==> src/rtl/ccdt_pkg.sv <==
package ccdt_pkg;
  typedef enum logic [1:0] {MD_IDLE, MD_FLUSH, MD_INTEG, MD_READ} mode_e;
  typedef enum logic [1:0] {LP_VA, LP_VB, LP_SETUP, LP_HORIZ} lphase_e;
  typedef struct packed {
    logic va;
    logic vb;
    logic ha;
    logic hb;
    logic rg;
    logic smp;
    logic first;
    logic last;
  } lane_t;
endpackage

==> src/rtl/ccdt_line_engine.sv <==
module ccdt_line_engine
  import ccdt_pkg::*;
#(
  parameter int PIXELS      = 3448,
  parameter int V1_TICKS    = 840,
  parameter int V2_TICKS    = 504,
  parameter int SETUP_TICKS = 168,
  parameter int HALF_TICKS  = 3,
  parameter int SMP_DELAY   = 1,
  parameter int RG_TICKS    = 1,
  parameter int PIX_W       = 12
) (
  input  logic             clk,
  input  logic             rst,
  input  logic             run,
  output lane_t            lane,
  output logic [PIX_W-1:0] pix
);
  function automatic int imax(input int a, input int b);
    return (a > b) ? a : b;
  endfunction

  localparam int PIX_TICKS = 2 * HALF_TICKS;
  localparam int CNT_TOP   = imax(imax(V1_TICKS, V2_TICKS), imax(SETUP_TICKS, PIX_TICKS));
  localparam int CNT_W     = $clog2(CNT_TOP + 1);
  localparam logic [CNT_W-1:0] VA_LAST = CNT_W'(V1_TICKS - 1);
  localparam logic [CNT_W-1:0] VB_LAST = CNT_W'(V2_TICKS - 1);
  localparam logic [CNT_W-1:0] SU_LAST = CNT_W'(SETUP_TICKS - 1);
  localparam logic [CNT_W-1:0] HZ_LAST = CNT_W'(PIX_TICKS - 1);
  localparam logic [CNT_W-1:0] H_FALL  = CNT_W'(HALF_TICKS);
  localparam logic [CNT_W-1:0] SMP_AT  = CNT_W'(HALF_TICKS + SMP_DELAY);
  localparam logic [CNT_W-1:0] RG_LO   = CNT_W'(HALF_TICKS + SMP_DELAY + 1);
  localparam logic [CNT_W-1:0] RG_HI   = CNT_W'(HALF_TICKS + SMP_DELAY + RG_TICKS);
  localparam logic [PIX_W-1:0] PIX_LAST = PIX_W'(PIXELS - 1);

  lphase_e          ph;
  logic [CNT_W-1:0] cnt;
  logic             seg_end;
  logic             in_h;

  always_comb begin
    unique case (ph)
      LP_VA:    seg_end = (cnt == VA_LAST);
      LP_VB:    seg_end = (cnt == VB_LAST);
      LP_SETUP: seg_end = (cnt == SU_LAST);
      default:  seg_end = (cnt == HZ_LAST);
    endcase
  end

  always_ff @(posedge clk) begin
    if (rst || !run) begin
      ph  <= LP_VA;
      cnt <= '0;
      pix <= '0;
    end else if (seg_end) begin
      cnt <= '0;
      case (ph)
        LP_VA:    ph <= LP_VB;
        LP_VB:    ph <= LP_SETUP;
        LP_SETUP: ph <= LP_HORIZ;
        default: begin
          if (pix == PIX_LAST) begin
            ph  <= LP_VA;
            pix <= '0;
          end else begin
            pix <= pix + 1'b1;
          end
        end
      endcase
    end else begin
      cnt <= cnt + 1'b1;
    end
  end

  // Phase decode: H1 rests high outside horizontal clocking, so it is high
  // across each vertical transfer and its setup interval.
  always_comb begin
    in_h       = run && (ph == LP_HORIZ);
    lane.va    = run && (ph == LP_VA);
    lane.vb    = run && (ph == LP_VB);
    lane.hb    = in_h && (cnt >= H_FALL);
    lane.ha    = !lane.hb;
    lane.smp   = in_h && (cnt == SMP_AT);
    lane.rg    = in_h && (cnt >= RG_LO) && (cnt <= RG_HI);
    lane.first = run && (ph == LP_VA) && (cnt == '0);
    lane.last  = in_h && seg_end && (pix == PIX_LAST);
  end
endmodule

==> src/rtl/ccdt_mode_ctrl.sv <==
module ccdt_mode_ctrl
  import ccdt_pkg::*;
#(
  parameter int LINES       = 2574,
  parameter int FLUSH_LINES = 2638,
  parameter int INT_W       = 24,
  parameter int LINE_W      = 12
) (
  input  logic              clk,
  input  logic              rst,
  input  logic              start,
  input  logic              busy_seen,
  input  logic [INT_W-1:0]  int_ticks,
  input  logic              line_first,
  input  logic              line_last,
  output mode_e             mode,
  output logic [LINE_W-1:0] line,
  output logic              run,
  output logic              fs,
  output logic              fe
);
  localparam logic [LINE_W-1:0] FL_LAST = LINE_W'(FLUSH_LINES - 1);
  localparam logic [LINE_W-1:0] RD_LAST = LINE_W'(LINES - 1);

  logic [INT_W-1:0] icnt;
  logic [INT_W-1:0] ilat;

  always_ff @(posedge clk) begin
    if (rst) begin
      mode <= MD_IDLE;
      line <= '0;
      icnt <= '0;
      ilat <= '0;
    end else begin
      case (mode)
        MD_IDLE: begin
          // the registered busy flag still covers the tick after the last pixel
          if (start && !busy_seen) begin
            mode <= MD_FLUSH;
            line <= '0;
            ilat <= int_ticks;
          end
        end
        MD_FLUSH: begin
          if (line_last) begin
            if (line == FL_LAST) begin
              mode <= MD_INTEG;
              line <= '0;
              icnt <= '0;
            end else begin
              line <= line + 1'b1;
            end
          end
        end
        MD_INTEG: begin
          if (icnt == ilat) begin
            mode <= MD_READ;
            icnt <= '0;
          end else begin
            icnt <= icnt + 1'b1;
          end
        end
        default: begin
          if (line_last) begin
            if (line == RD_LAST) begin
              mode <= MD_IDLE;
              line <= '0;
            end else begin
              line <= line + 1'b1;
            end
          end
        end
      endcase
    end
  end

  always_comb begin
    run = (mode == MD_FLUSH) || (mode == MD_READ);
    fs  = (mode == MD_READ) && (line == '0) && line_first;
    fe  = (mode == MD_READ) && (line == RD_LAST) && line_last;
  end
endmodule

==> src/rtl/ccd_timing_gen.sv <==
module ccd_timing_gen
  import ccdt_pkg::*;
#(
  parameter int LINES        = 2574,
  parameter int PIXELS       = 3448,
  parameter int FLUSH_EXTRA  = 64,
  parameter int TICKS_PER_US = 168,
  parameter int V1_TICKS     = 840,
  parameter int V2_TICKS     = 504,
  parameter int SETUP_TICKS  = 168,
  parameter int HALF_TICKS   = 3,
  parameter int SMP_DELAY    = 1,
  parameter int RG_TICKS     = 1,
  parameter int INT_W        = 24
) (
  input  logic                                        clk,
  input  logic                                        rst,
  input  logic                                        start_i,
  input  logic [INT_W-1:0]                            int_ticks_i,
  output logic                                        busy_o,
  output logic                                        v1_o,
  output logic                                        v2_o,
  output logic                                        h1_o,
  output logic                                        h1l_o,
  output logic                                        h2_o,
  output logic                                        rg_o,
  output logic                                        smp_o,
  output logic                                        frame_start_o,
  output logic                                        frame_end_o,
  output logic [$clog2(LINES+FLUSH_EXTRA+1)-1:0]      line_o,
  output logic [$clog2(PIXELS+1)-1:0]                 pix_o
);
  localparam int FLUSH_LINES = LINES + FLUSH_EXTRA;
  localparam int LINE_W      = $clog2(FLUSH_LINES + 1);
  localparam int PIX_W       = $clog2(PIXELS + 1);
  localparam bit CFG_OK =
      (V1_TICKS >= 5 * TICKS_PER_US) && (V2_TICKS >= 3 * TICKS_PER_US) &&
      (SETUP_TICKS >= TICKS_PER_US) && (SMP_DELAY >= 1) && (RG_TICKS >= 1) &&
      (SMP_DELAY + RG_TICKS <= HALF_TICKS - 1) && (LINES >= 1) && (PIXELS >= 1);

  if (!CFG_OK) begin : g_cfg_reject
    $error("ccd_timing_gen: timing parameters violate transfer minimums");
  end

  mode_e             mode;
  lane_t             lane;
  logic [PIX_W-1:0]  pix;
  logic [LINE_W-1:0] line;
  logic              run;
  logic              fs;
  logic              fe;

  ccdt_mode_ctrl #(
    .LINES(LINES), .FLUSH_LINES(FLUSH_LINES), .INT_W(INT_W), .LINE_W(LINE_W)
  ) u_ctrl (
    .clk(clk), .rst(rst), .start(start_i), .busy_seen(busy_o),
    .int_ticks(int_ticks_i), .line_first(lane.first), .line_last(lane.last),
    .mode(mode), .line(line), .run(run), .fs(fs), .fe(fe)
  );

  ccdt_line_engine #(
    .PIXELS(PIXELS), .V1_TICKS(V1_TICKS), .V2_TICKS(V2_TICKS),
    .SETUP_TICKS(SETUP_TICKS), .HALF_TICKS(HALF_TICKS), .SMP_DELAY(SMP_DELAY),
    .RG_TICKS(RG_TICKS), .PIX_W(PIX_W)
  ) u_line (
    .clk(clk), .rst(rst), .run(run), .lane(lane), .pix(pix)
  );

  always_ff @(posedge clk) begin
    if (rst) begin
      busy_o        <= 1'b0;
      v1_o          <= 1'b0;
      v2_o          <= 1'b0;
      h1_o          <= 1'b1;
      h1l_o         <= 1'b1;
      h2_o          <= 1'b0;
      rg_o          <= 1'b0;
      smp_o         <= 1'b0;
      frame_start_o <= 1'b0;
      frame_end_o   <= 1'b0;
      line_o        <= '0;
      pix_o         <= '0;
    end else begin
      busy_o        <= (mode != MD_IDLE);
      v1_o          <= lane.va;
      v2_o          <= lane.vb;
      h1_o          <= lane.ha;
      h1l_o         <= lane.ha;
      h2_o          <= lane.hb;
      rg_o          <= lane.rg;
      smp_o         <= lane.smp && (mode == MD_READ);
      frame_start_o <= fs;
      frame_end_o   <= fe;
      line_o        <= line;
      pix_o         <= pix;
    end
  end
endmodule

==> config.mk <==
export PLATFORM = sky130hd
export DESIGN_NAME = ccd_timing_gen
export DESIGN_NICKNAME = d
export VERILOG_FILES = /design/src/rtl/ccdt_pkg.sv /design/src/rtl/ccdt_line_engine.sv /design/src/rtl/ccdt_mode_ctrl.sv /design/src/rtl/ccd_timing_gen.sv
export SDC_FILE = /design/constraint.sdc
export NUM_CORES = 1
export LEC_CHECK = 0
export BUFFER_PORTS_ARGS = -buffer_cell sky130_fd_sc_hd__buf_4
export CORE_AREA = 2 2 122 124
export CTS_BUF_LIST = sky130_fd_sc_hd__clkbuf_4 sky130_fd_sc_hd__clkbuf_8 sky130_fd_sc_hd__clkbuf_16
export CTS_CLUSTER_DIAMETER = 80
export DETAILED_ROUTE_END_ITERATION = 10
export DIE_AREA = 0 0 124 126
export GPL_TIMING_DRIVEN = 0
export PLACE_DENSITY = 0.54
export REMOVE_ABC_BUFFERS = 1
export SYNTH_ARGS = -nofsm -noshare
export SYNTH_HDL_FRONTEND = slang
export SYNTH_SLANG_ARGS = --single-unit
==> constraint.sdc <==
create_clock -name clk -period 7.17 [get_ports clk]
set_input_delay 1.434 -clock clk [delete_from_list [all_inputs] [get_ports clk]]
set_output_delay 1.434 -clock clk [all_outputs]
set_load 0.03 [all_outputs]
; ---- Yosys cells after proc, flatten, opt, wreduce, memory -nomap -nowiden
; Index checks and enable logic that the tools add are counted.
[op_classes]
n_addsub = 4
muxes = 21
magnitude_cmp = 3
reduce_logical = 39
eq_ne = 19
bitwise = 2
[op_table]
columns = operator, n
row1 = $mux W12, 6
row2 = $mux W24, 3
row3 = $pmux W24 S2, 1
row4 = $eq A12 B12 Y1 const B, 3
row5 = $pmux W12 S3, 1
row6 = $add A12 B1 Y12 const B, 2
row7 = $add A24 B1 Y24 const B, 1
row8 = $eq A24 B24 Y1, 1
row9 = $eq A10 B3 Y1 const B, 2
row10 = $logic_and A1 B1 Y1, 16
row11 = $mux W2, 7
row12 = $logic_not A12 Y1, 1
row13 = $pmux W2 S3, 2
row14 = $add A10 B1 Y10 const B, 1
row15 = $eq A10 B10 Y1 const B, 1
row16 = $eq A10 B8 Y1 const B, 1
row17 = $eq A10 B9 Y1 const B, 1
row18 = $ge A10 B2 Y1 const B, 1
row19 = $ge A10 B3 Y1 const B, 1
row20 = $le A10 B3 Y1 const B, 1
row21 = $logic_not A10 Y1, 1
row22 = $eq A2 B2 Y1 const B, 4
row23 = $ne A2 B1 Y1 const B, 4
row24 = $reduce_bool A4 Y1, 2
row25 = other kinds (14), 24
[word_totals]
input_bits = 27
out_inout_bits = 34
regBits = 119
elab_cells = 106

; ---- Logic depth before layout (Yosys ltp)
; Gate-level depths: netlist of run 1.
[logic_depth]
ltp_word = 7
ltp_mapped = 9

; ---- By module
; From an unflattened synthesis of run 1, not the netlist that was laid out.
[unflattened]
cells_unflattened = 612
hier_area_um2 = 5337.6
[modules_own_cells]
columns = mod, seq_area_each_um2, cells_each, instances, area_per_inst_um2
row1 = ccdt_mode_ctrl, 1241.2, 388, 1, 3099.2
row2 = ccdt_line_engine, 480.5, 154, 1, 1335.0
row3 = ccd_timing_gen, 660.6, 70, 1, 903.4

; ---- Worst setup path before layout of run 1
; No wires, ideal clock.
[synth_timing]
kind = input to register
from = input port start_i
to = register u_ctrl.line[4]
stages = 7
setup_slack_ns = 4.208
arrival_ns = 2.845
setup_ns = 0.117
path_buffers = 1
cell_sequence = nand2b_1 -> a21o_1 -> or3_1 -> o32ai_1 -> clkbuf_1 -> o21ai_0 -> a32o_1
[synth_between]
elab_chain_cells = 3
[synth_rtl]
columns = item, line_no
row1 = "start, declared", ccd_timing_gen.sv:18  ; input logic start_i,
row2 = $logic_and A1 B1 Y1, ccdt_mode_ctrl.sv:38  ; if (start && !busy_seen) begin
row3 = $ne A2 B1 Y1 (no source line), --
row4 = $reduce_and A4 Y1 (no source line), --
row5 = "end signal, assigned", ccdt_mode_ctrl.sv:51  ; line <= line + 1'b1;
row6 = "end signal, assigned", ccdt_mode_ctrl.sv:69  ; line <= line + 1'b1;
row7 = "end, declared", ccdt_mode_ctrl.sv:17  ; output logic [LINE_W-1:0] line,
; Every way passes these cells.
; A chain may end at the register's enable or synchronous reset.

; ---- Worst setup path in the final report of run 1
[layout_timing]
from = register u_line.ph[0]
to = register u_ctrl.icnt[19]
[layout_between]
elab_chain_cells = 6
word_cells_on_any_way = 10
classes_between = eq/ne: 4 / mux: 1 / reduce/logical: 5
[layout_rtl]
columns = item, line_no
row1 = "start, declared", ccdt_line_engine.sv:36  ; lphase_e ph;
row2 = "start signal, assigned", ccdt_line_engine.sv:52  ; ph <= LP_VA;
row3 = "start signal, assigned", ccdt_line_engine.sv:58  ; LP_VA: ph <= LP_VB;
row4 = "start signal, assigned", ccdt_line_engine.sv:59  ; LP_VB: ph <= LP_SETUP;
row5 = $eq A2 B2 Y1 (tied with other cells), ccdt_line_engine.sv:42  ; unique case (ph)
row6 = $pmux W1 S3 / $logic_and A1 B1 Y1 (equally long branches), "ccdt_line_engine.sv:42, ccdt_line_engine.sv:78"
row7 = $logic_and A1 B1 Y1 (*) (2 in a row), ccdt_line_engine.sv:86  ; lane.last = in_h && seg_end && (pix == PIX_LAST);
row8 = $ne A2 B1 Y1 (no source line) (*), --
row9 = $reduce_and A3 Y1 (no source line) (*), --
row10 = "end signal, assigned", ccdt_mode_ctrl.sv:60  ; icnt <= icnt + 1'b1;
row11 = "end, declared", ccdt_mode_ctrl.sv:25  ; logic [INT_W-1:0] icnt;
; Every way passes the cells marked *; elsewhere a longest branch is shown, timed or not.

==> summary.txt, run 1 <==
Floorplan
  • Starting Density: 39.0%
  • Die height: between 100 and 150 um
  • CORE AREA: around 0.014 mm2
  • Die area: about 0.016 mm2
  • Standard-cell rows: 44
  • Boundary Pins: 61
  • Die span in x: around 120 um

Run status
  • Outcome: finished, final reports clean

Yosys
  • Adder-Cell Fraction of Synth Area: just over 4%
  • Mean Syn Cell Area: between 8 and 9 um2
  • Xor/xnor share of the synthesized area: about 7.7%
  • Ys flop type: dfxtp_1
  • Simple-Gate Fraction of Synth Area: around 29%
  • Ys Warns: 0
  • Seq/Total Area, Yosys: 42.7%
  • Number of synthesized flops with an enable pin: 0
  • Yosys cell types: 65
  • Post-synth ARST share: 0%
  • Main combinational cell family by area after synthesis: simple AND/OR/NAND/NOR gates
  • Post-Synthesis Cells: approximately 650
  • Post-synthesis mux area share: less than 1%
  • #FFs+latches synth: ~120
  • Post-synthesis compound-gate area fraction: 12.2%
  • Mapped Area: between 0.005 and 0.006 mm2

Pwr
  • Power Density: approximately 300 mW/mm2
  • P_leak: 2.51 nW
  • VDD IR-drop max: 189 uV
  • Overall Power: between 2 and 2.5 mW

Routing
  • First-pass DRT Iterations: 4
  • Vias/cell: about 5.3
  • Routed wire length: 12,900 um
  • Highest metal used: met4
  • Per-cell routed wire length: 14.4 um
  • Met1 WL: approximately 6000 um
  • DR WL met3: 517 um
  • Initial DRC Count: roughly 280
  • Via count: approximately 4,700
  • Post-route ant nets: 0
  • DRC viols: 0
  • Metal2 WL: 6140 um

Setup path
  • Setup crit end kind: flip-flop
  • Worst Path Max Fanout: 11
  • Kind of critical path: flip-flop to flip-flop
  • Critical Path Start Type: flip-flop
  • Critical Path RT: about 7400 ps
  • Critical path arrival: around 3800 ps

Placed design
  • GP Congestion: roughly 0.8
  • DP Wirelength: 8990 um
  • Cell area after placement: between 0.006 and 0.007 mm2
  • Pre-CTS setup slack: approximately 3600 ps
  • Dpl cells: between 800 and 900
  • Input/output buffers: 60

STA
  • Final hold slack: approximately 470 ps
  • Slew margin rel.: around a quarter
  • Final Skew: approximately 7 ps
  • Endpoints failing setup: 0
  • Setup_tns: 0 ps
  • Fin. Hold Viols: 0
  • Slew Viols, Final: 0
  • Unrepaired setup endpoints after global routing: false
  • Final setup margin: 3650 ps
  • Post-route minimum period: 3520 ps
  • Max frequency: roughly 0.28 GHz
  • Final period util: around half
  • Slew @ Worst Pin: 1110 ps

CTS
  • Worst-skew pair later-pin latency: around 420 ps
  • H-Tree Depth: 4
  • Post-CTS Repair Setup Buffers: 0
  • CTS Hold Buffers Added: 0
  • Clock buffer depth: 2
  • CTS Buf Count: 17
  • Clk sink count: between 100 and 150
  • Root Buffer: clkbuf_16
  • Reg clk slew, reported paths: approximately 60 ps
  • CTS tree: done
  • Quantity of gates resized following cts: 0

GRT
  • Global route total overflow: 0
  • Initial antenna violation count: 0
  • Tot GR Track Use: 17.5%
  • Vias in the first global route: approximately 4,500
  • First-pass GRT wire length: 21,600 um
  • Largest net degree at the start of global routing: 85

Finish
  • Area Growth Syn to Fin: 21.2%
  • Design area: between 0.006 and 0.007 mm2
  • Antenna cells: 0
  • Layout cells sized above 1: approximately 15%
  • Nets@finish: about 740
  • Post-layout util: 47.2%
  • Finished Layout Cells: 894

Flow run
  • MaxCap Viol Count: 0

Worst hold path
  • Hold Crit Class: flip-flop to flip-flop
## worst paths after layout
kind	start	end	slack, ps	cells after the start
min reg2reg	u_ctrl.ilat[9]	u_ctrl.ilat[9]	470	2
max	u_line.ph[0]	u_ctrl.icnt[19]	3650	8
min	u_ctrl.ilat[9]	u_ctrl.ilat[9]	470	2
max reg2reg	u_line.ph[0]	u_ctrl.icnt[19]	3650	8
## sequential cells by signal (all words and copies together) (netlist names), 2 cells and up
register and flops:
line_o 12, pix_o 12, u_line.ph 2, u_line.pix 12, u_ctrl.line 12, u_ctrl.mode 2
u_line.cnt 10, u_ctrl.icnt 24, u_ctrl.ilat 24
## cell usage after synthesis, types with 3 or more instances
cell,n,share of area (%)
or3_1,10,1.1
mux2i_1,3,0.54
o221ai_1,4,0.63
nor2b_1,24,2.7
nand3_1,22,2.0
o21ai_0,17,1.5
or2_2,3,0.34
xor2_1,15,2.4
a32o_1,5,0.90
nand2_1,91,6.1
dfxtp_1,119,43
nor4b_1,5,0.79
nor2_1,56,3.8
xnor2_1,34,5.3
and2_1,5,0.56
nand4b_1,5,0.79
or4_1,5,0.67
and3_1,11,1.2
clkbuf_1,25,1.7
nor4_1,10,1.1
nor3_1,9,0.81
a211oi_1,4,0.54
buf_2,4,0.36
inv_1,20,1.3
o32ai_1,3,0.47
ha_1,18,4.0
nand4_1,27,3.0
a22o_1,4,0.63
nand2b_1,4,0.45
and4_1,6,0.94
a21oi_1,40,3.6
## routing by layer
| metal | global-route usage [%] | vias to the layer above |
|---|---|---|
| met3 | 4.66 | 17 |
| met1 | 21.9 | 2201 |
| met4 | 6.87 | 0 |
| li1 | - | 2399 |
| met5 | 0 | - |
| met2 | 28.5 | 91 |
## critical path, cell delays in order, from the launching register on
cell and delay (ps):
dfxtp_1 410, inv_1 100, ha_1 340, or4b_2 670, nand2_1 180, a311o_1 320
nand3_1 330, o21ai_1 910, nor2_1 110
## logic make-up after synthesis
kind of cell	count (synthesis)
buffers and inverters	54
AND/OR/NAND/NOR	307
flip-flops	119
adder cells (fa/ha/maj)	18
AO/OA/AOI/OAI	101
multiplexers	4
XOR/XNOR	49
## cell type report
class	count	area (um2)
clock buffer	23	483
inverter	20	75.1
multi-input combinational	479	2990
clock inverter	8	123
timing repair buffer	61	478
sequential	119	2380
fill	1425	7550
tap	184	230
## power by group
group / internal, mW / switching (mW)
sequential: 0.704 / 0.0308
clock: 0.576 / 0.291
combinational: 0.156 / 0.288
total: 1.44 / 0.610
## placed cells by master (no fill, tap or decap), types with 4 or more instances in the layout
| cell | n |
|---|---|
| clkbuf_16 | 17 |
| nand4b_1 | 5 |
| o21ai_0 | 17 |
| a21oi_1 | 40 |
| nor2_1 | 55 |
| nand4_1 | 27 |
| inv_1 | 20 |
| nor3_1 | 9 |
| or3_1 | 10 |
| and2_1 | 5 |
| xor2_1 | 15 |
| nor4b_1 | 5 |
| nand2_1 | 91 |
| or4_1 | 5 |
| a22o_1 | 4 |
| o221ai_1 | 4 |
| nand3_1 | 22 |
| nor4_1 | 10 |
| a32o_1 | 5 |
| buf_4 | 60 |
| clkbuf_4 | 4 |
| dfxtp_1 | 119 |
| xnor2_1 | 34 |
| nand2b_1 | 4 |
| nor2b_1 | 24 |
| and4_1 | 6 |
| ha_1 | 18 |
| a211oi_1 | 4 |
| and3_1 | 11 |
Power figures use the tool's default switching activity.
==> run 2: changes to the inputs <==
--- a/config.mk
+++ b/config.mk
@@ -5,14 +5,15 @@
 export SDC_FILE = /design/constraint.sdc
 export NUM_CORES = 1
 export LEC_CHECK = 0
+export ABC_AREA = 1
 export BUFFER_PORTS_ARGS = -buffer_cell sky130_fd_sc_hd__buf_4
-export CORE_AREA = 2 2 122 124
+export CORE_AREA = 2 2 126 128
 export CTS_BUF_LIST = sky130_fd_sc_hd__clkbuf_4 sky130_fd_sc_hd__clkbuf_8 sky130_fd_sc_hd__clkbuf_16
 export CTS_CLUSTER_DIAMETER = 80
 export DETAILED_ROUTE_END_ITERATION = 10
-export DIE_AREA = 0 0 124 126
+export DIE_AREA = 0 0 128 130
 export GPL_TIMING_DRIVEN = 0
-export PLACE_DENSITY = 0.54
+export PLACE_DENSITY = 0.56
 export REMOVE_ABC_BUFFERS = 1
 export SYNTH_ARGS = -nofsm -noshare
 export SYNTH_HDL_FRONTEND = slang
==> constraint.sdc (replaced) <==
create_clock -name clk -period 3.1 [get_ports clk]
set_input_delay 0.62 -clock clk [delete_from_list [all_inputs] [get_ports clk]]
set_output_delay 0.62 -clock clk [all_outputs]
set_load 0.03 [all_outputs]
==> summary.txt, run 2 <==
Placed design
  • Dpl cells: 1,108 (+28%)
  • GP Congestion: 0.817 (+1.6%)
  • DP Wirelength: 9760 um (+8.6%)
  • Input/output buffers: 60 (unchanged)

Setup path
  • Setup crit end kind: flip-flop
  • Slowest stage delay, CP: 750 ps (-160 ps)
  • Reg2reg path depth: 5 (-3)
  • Crit path max-delay cell type: nand3_2
  • R2R Path End: u_ctrl.ilat[9]
  • Critical Path RT: 3370 ps (-4070 ps)
  • Critical path arrival: 2730 ps (-1060 ps)
  • Cell breakdown of the critical path: inv_1 > ha_1 > nand3_2 > o21ai_0 > a21oi_1
  • Worst Path Max Fanout: 48 (+37)
  • R2R setup slack: 650 ps (-3000 ps)
  • CP delay by family, top: simple AND/OR/NAND/NOR gates
  • Origin of the critical flop-to-flop path: u_ctrl.mode[1]
  • Critical Path Start Type: flip-flop
  • Kind of critical path: flip-flop to flip-flop
  • Buf/Inv on CP: 1 (unchanged)

Floorplan
  • Die area: 0.0166 mm2 (+6.5%)
  • Starting Density: 38.8% (-0.16 points)
  • Die span in x: 128 um (+3.2%)
  • Boundary Pins: 61 (unchanged)
  • Standard-cell rows: 46 (+4.5%)
  • CORE AREA: 0.0154 mm2 (+7.8%)
  • Die height: 130 um (+3.2%)

CTS
  • Root Buffer: clkbuf_16
  • Clock buffer depth: 2 (unchanged)
  • Reg clk slew, reported paths: 50 ps (about the same)
  • H-Tree Depth: 4 (unchanged)
  • Clk sink count: 119 (unchanged)
  • Quantity of gates resized following cts: 0 (unchanged)
  • CTS Hold Buffers Added: 0 (unchanged)
  • Worst-skew pair later-pin latency: 420 ps (about the same)
  • CTS tree: done
  • CTS Buf Count: 17 (unchanged)
  • Post-CTS Repair Setup Buffers: 0 (unchanged)

Routing
  • Post-route ant nets: 0 (unchanged)
  • Initial DRC Count: 304 (+7.0%)
  • Per-cell routed wire length: 12.3 um (-15%)
  • Vias/cell: 4.78 (-9.3%)
  • DRC viols: 0 (unchanged)
  • Routed wire length: 14,000 um (+8.9%)
  • First-pass DRT Iterations: 4 (unchanged)
  • Via count: 5,439 (+16%)

STA
  • Slew margin rel.: 42.1% (+16 points)
  • Slew Viols, Final: 0 (unchanged)
  • Final period util: 79.2% (+30 points)
  • Post-route minimum period: 2450 ps (-1070 ps)
  • Setup_tns: 0 ps (unchanged)
  • Fin. Hold Viols: 0 (unchanged)
  • Final Skew: 6.18 ps (-0.807 ps)
  • Max frequency: 0.408 GHz (+44%)
  • Endpoints failing setup: 0 (unchanged)
  • Unrepaired setup endpoints after global routing: false
  • Slew @ Worst Pin: 867 ps (-245 ps)
  • Final hold slack: 462 ps (-4.22 ps)

Yosys
  • Synth area leaders: dfxtp_1 40%, nand2_1 13%, inv_1 7.8%
  • Ys flop type: dfxtp_1
  • Most frequent cells after synthesis: 207 x nand2_1, 125 x inv_1, 119 x dfxtp_1, 108 x nor2_1, 73 x a21oi_1
  • Mean Syn Cell Area: 6.80 um2 (-20%)
  • Mapped Area: 0.00599 mm2 (+7.3%)
  • Ys Warns: 0 (unchanged)
  • #FFs+latches synth: 119 (unchanged)
  • Number of synthesized flops with an enable pin: 0 (unchanged)
  • Share of the synthesized area in the top cell type: 39.8% (-2.9 points)
  • Most numerous cell in the Yosys netlist: nand2_1
  • Yosys cell types: 40 (-38%)
  • Seq/Total Area, Yosys: 39.8% (-2.9 points)
  • Post-synth top area cell: dfxtp_1
  • Post-Synthesis Cells: 880 (+35%)
  • Post-synth ARST share: 0% (unchanged)

Pwr
  • P_leak: 2.95 nW (+18%)
  • Clock share of power: 34.2% (-8.2 points)
  • Sequential Power Share: 35.2% (-0.7 points)
  • P_sw: 2.06 mW (+240%)
  • Comb power frac: 30.6% (+8.9 points)
  • Sw frac: 37.7% (+7.8 points)
  • VDD IR-drop max: 514 uV (+170%)
  • Power Density: 766 mW/mm2 (+150%)
  • P_int: 3.41 mW (+140%)

Flow run
  • MaxCap Viol Count: 0 (unchanged)

Finish
  • Finished Layout Cells: 1,139 (+27%)
  • Most frequent cells in the layout: 207 x nand2_1, 124 x inv_1, 119 x dfxtp_1, 108 x nor2_1, 73 x a21oi_1
  • Antenna cells: 0 (unchanged)
  • Commonest non-fill, non-tap cell in the layout: nand2_1
  • Layout cells sized above 1: 12.4% (-2.9 points)
  • Area Growth Syn to Fin: 19.3%
  • Nets@finish: 980 (+32%)
  • Regs by FF count: u_ctrl.icnt: 24 flops, u_ctrl.ilat: 24 flops

GRT
  • Initial antenna violation count: 0 (unchanged)
  • Vias in the first global route: 5,033 (+13%)
  • Largest net degree at the start of global routing: 49 (-42%)
  • Grt peak-use layer: met2
  • Met1 Use GR: 22.2% (+0.36 points)
  • Grt met2 use: 29.9% (+1.3 points)
  • Global route total overflow: 0 (unchanged)
  • Tot GR Track Use: 17.8% (+0.28 points)
  • First-pass GRT wire length: 23,600 um (+9.5%)
  • GR met3 Demand/Resource: 4.67% (+0.0092 points)

Worst hold path
  • Hold path startpoint: u_ctrl.ilat[5]
  • Hold endpoint: u_ctrl.ilat[5]
  • Hold Path Cell Cnt: 2 (unchanged)
  • Hold Crit Class: flip-flop to flip-flop

Run status
  • Outcome: finished, final reports clean
-- run 2: cell types whose count changed in the layout (fill, tap and decap cells not counted), sizes merged, moves of 22 or more --
cell	change
nand2	+121
inv	+110
nor2	+56
o21ai	+44
a21oi	+34
xnor2	-33
nand3	+26
nor2b	-24
nor3	+22
-- run 2: layer usage --
| layer | vias up | part of all wire [%] | routed length [um] |
|---|---|---|---|
| met1 | 2436 | 49 | 6910 |
| met4 | 0 | 1.2 | 161 |
| li1 | 2909 | - | - |
| met5 | - | 0 | 0 |
| met2 | 79 | 46 | 6400 |
| met3 | 15 | 3.7 | 514 |
-- run 2: worst max path at each step --
stage / from / to / slack, ps / cells after the start
finish: u_ctrl.mode[1] / u_ctrl.ilat[9] / 650 / 5
global route: u_ctrl.mode[1] / u_ctrl.ilat[9] / 320 / 5
CTS: u_ctrl.icnt[16] / u_ctrl.icnt[18] / 620 / 13
detailed placement: u_ctrl.icnt[16] / u_ctrl.icnt[18] / 640 / 13
global placement: u_ctrl.mode[1] / u_ctrl.ilat[9] / -80 / 5
floorplan: u_ctrl.mode[0] / u_ctrl.ilat[0] / 1070 / 5
-- run 2: final cells by class --
class                      instances  area (um2)
fill                            1631        8290
multi-input combinational        608        3000
sequential                       119        2380
inverter                         128         480
timing repair buffer              61         470
clock buffer                      18         439
tap                              192         240
clock inverter                    13         125
-- run 2: stage by stage --
step                setup WS, ps  instance area, um2  power [mW]  utilization, %
floorplan                   1070                5860        3.18               -
global placement           -75.7                6550        3.63            42.5
detailed placement           639                6580        3.64            42.6
CTS                          621                7140        5.53            46.3
global route                 317                7140        5.87            46.3
finish                       646                7140        5.47            46.3
-- run 2: logic make-up after synthesis --
family                     Yosys count  synth area share (%)
DFF                                119                  39.8
xor gates and xnor gates            13                  1.90
buffers and inverters              153                  10.1
and+or+nand+nor                    430                  31.6
adders and majority gates           18                  3.76
AOI/OAI and AO/OA                  147                  12.8
-- run 2: power by group through the flow --
stage	Combinational, mW	Clock [mW]	Sequential, mW
floorplan	1.21	0	1.97
CTS	1.70	1.91	1.92
finish	1.67	1.87	1.92
detailed placement	1.69	0	1.95
global placement	1.68	0	1.95
global route	1.93	1.98	1.96
-- run 2: worst min-delay path: stages (launching register included) --
cell and delay, ps:
dfxtp_1 310, inv_1 50, a21oi_1 50
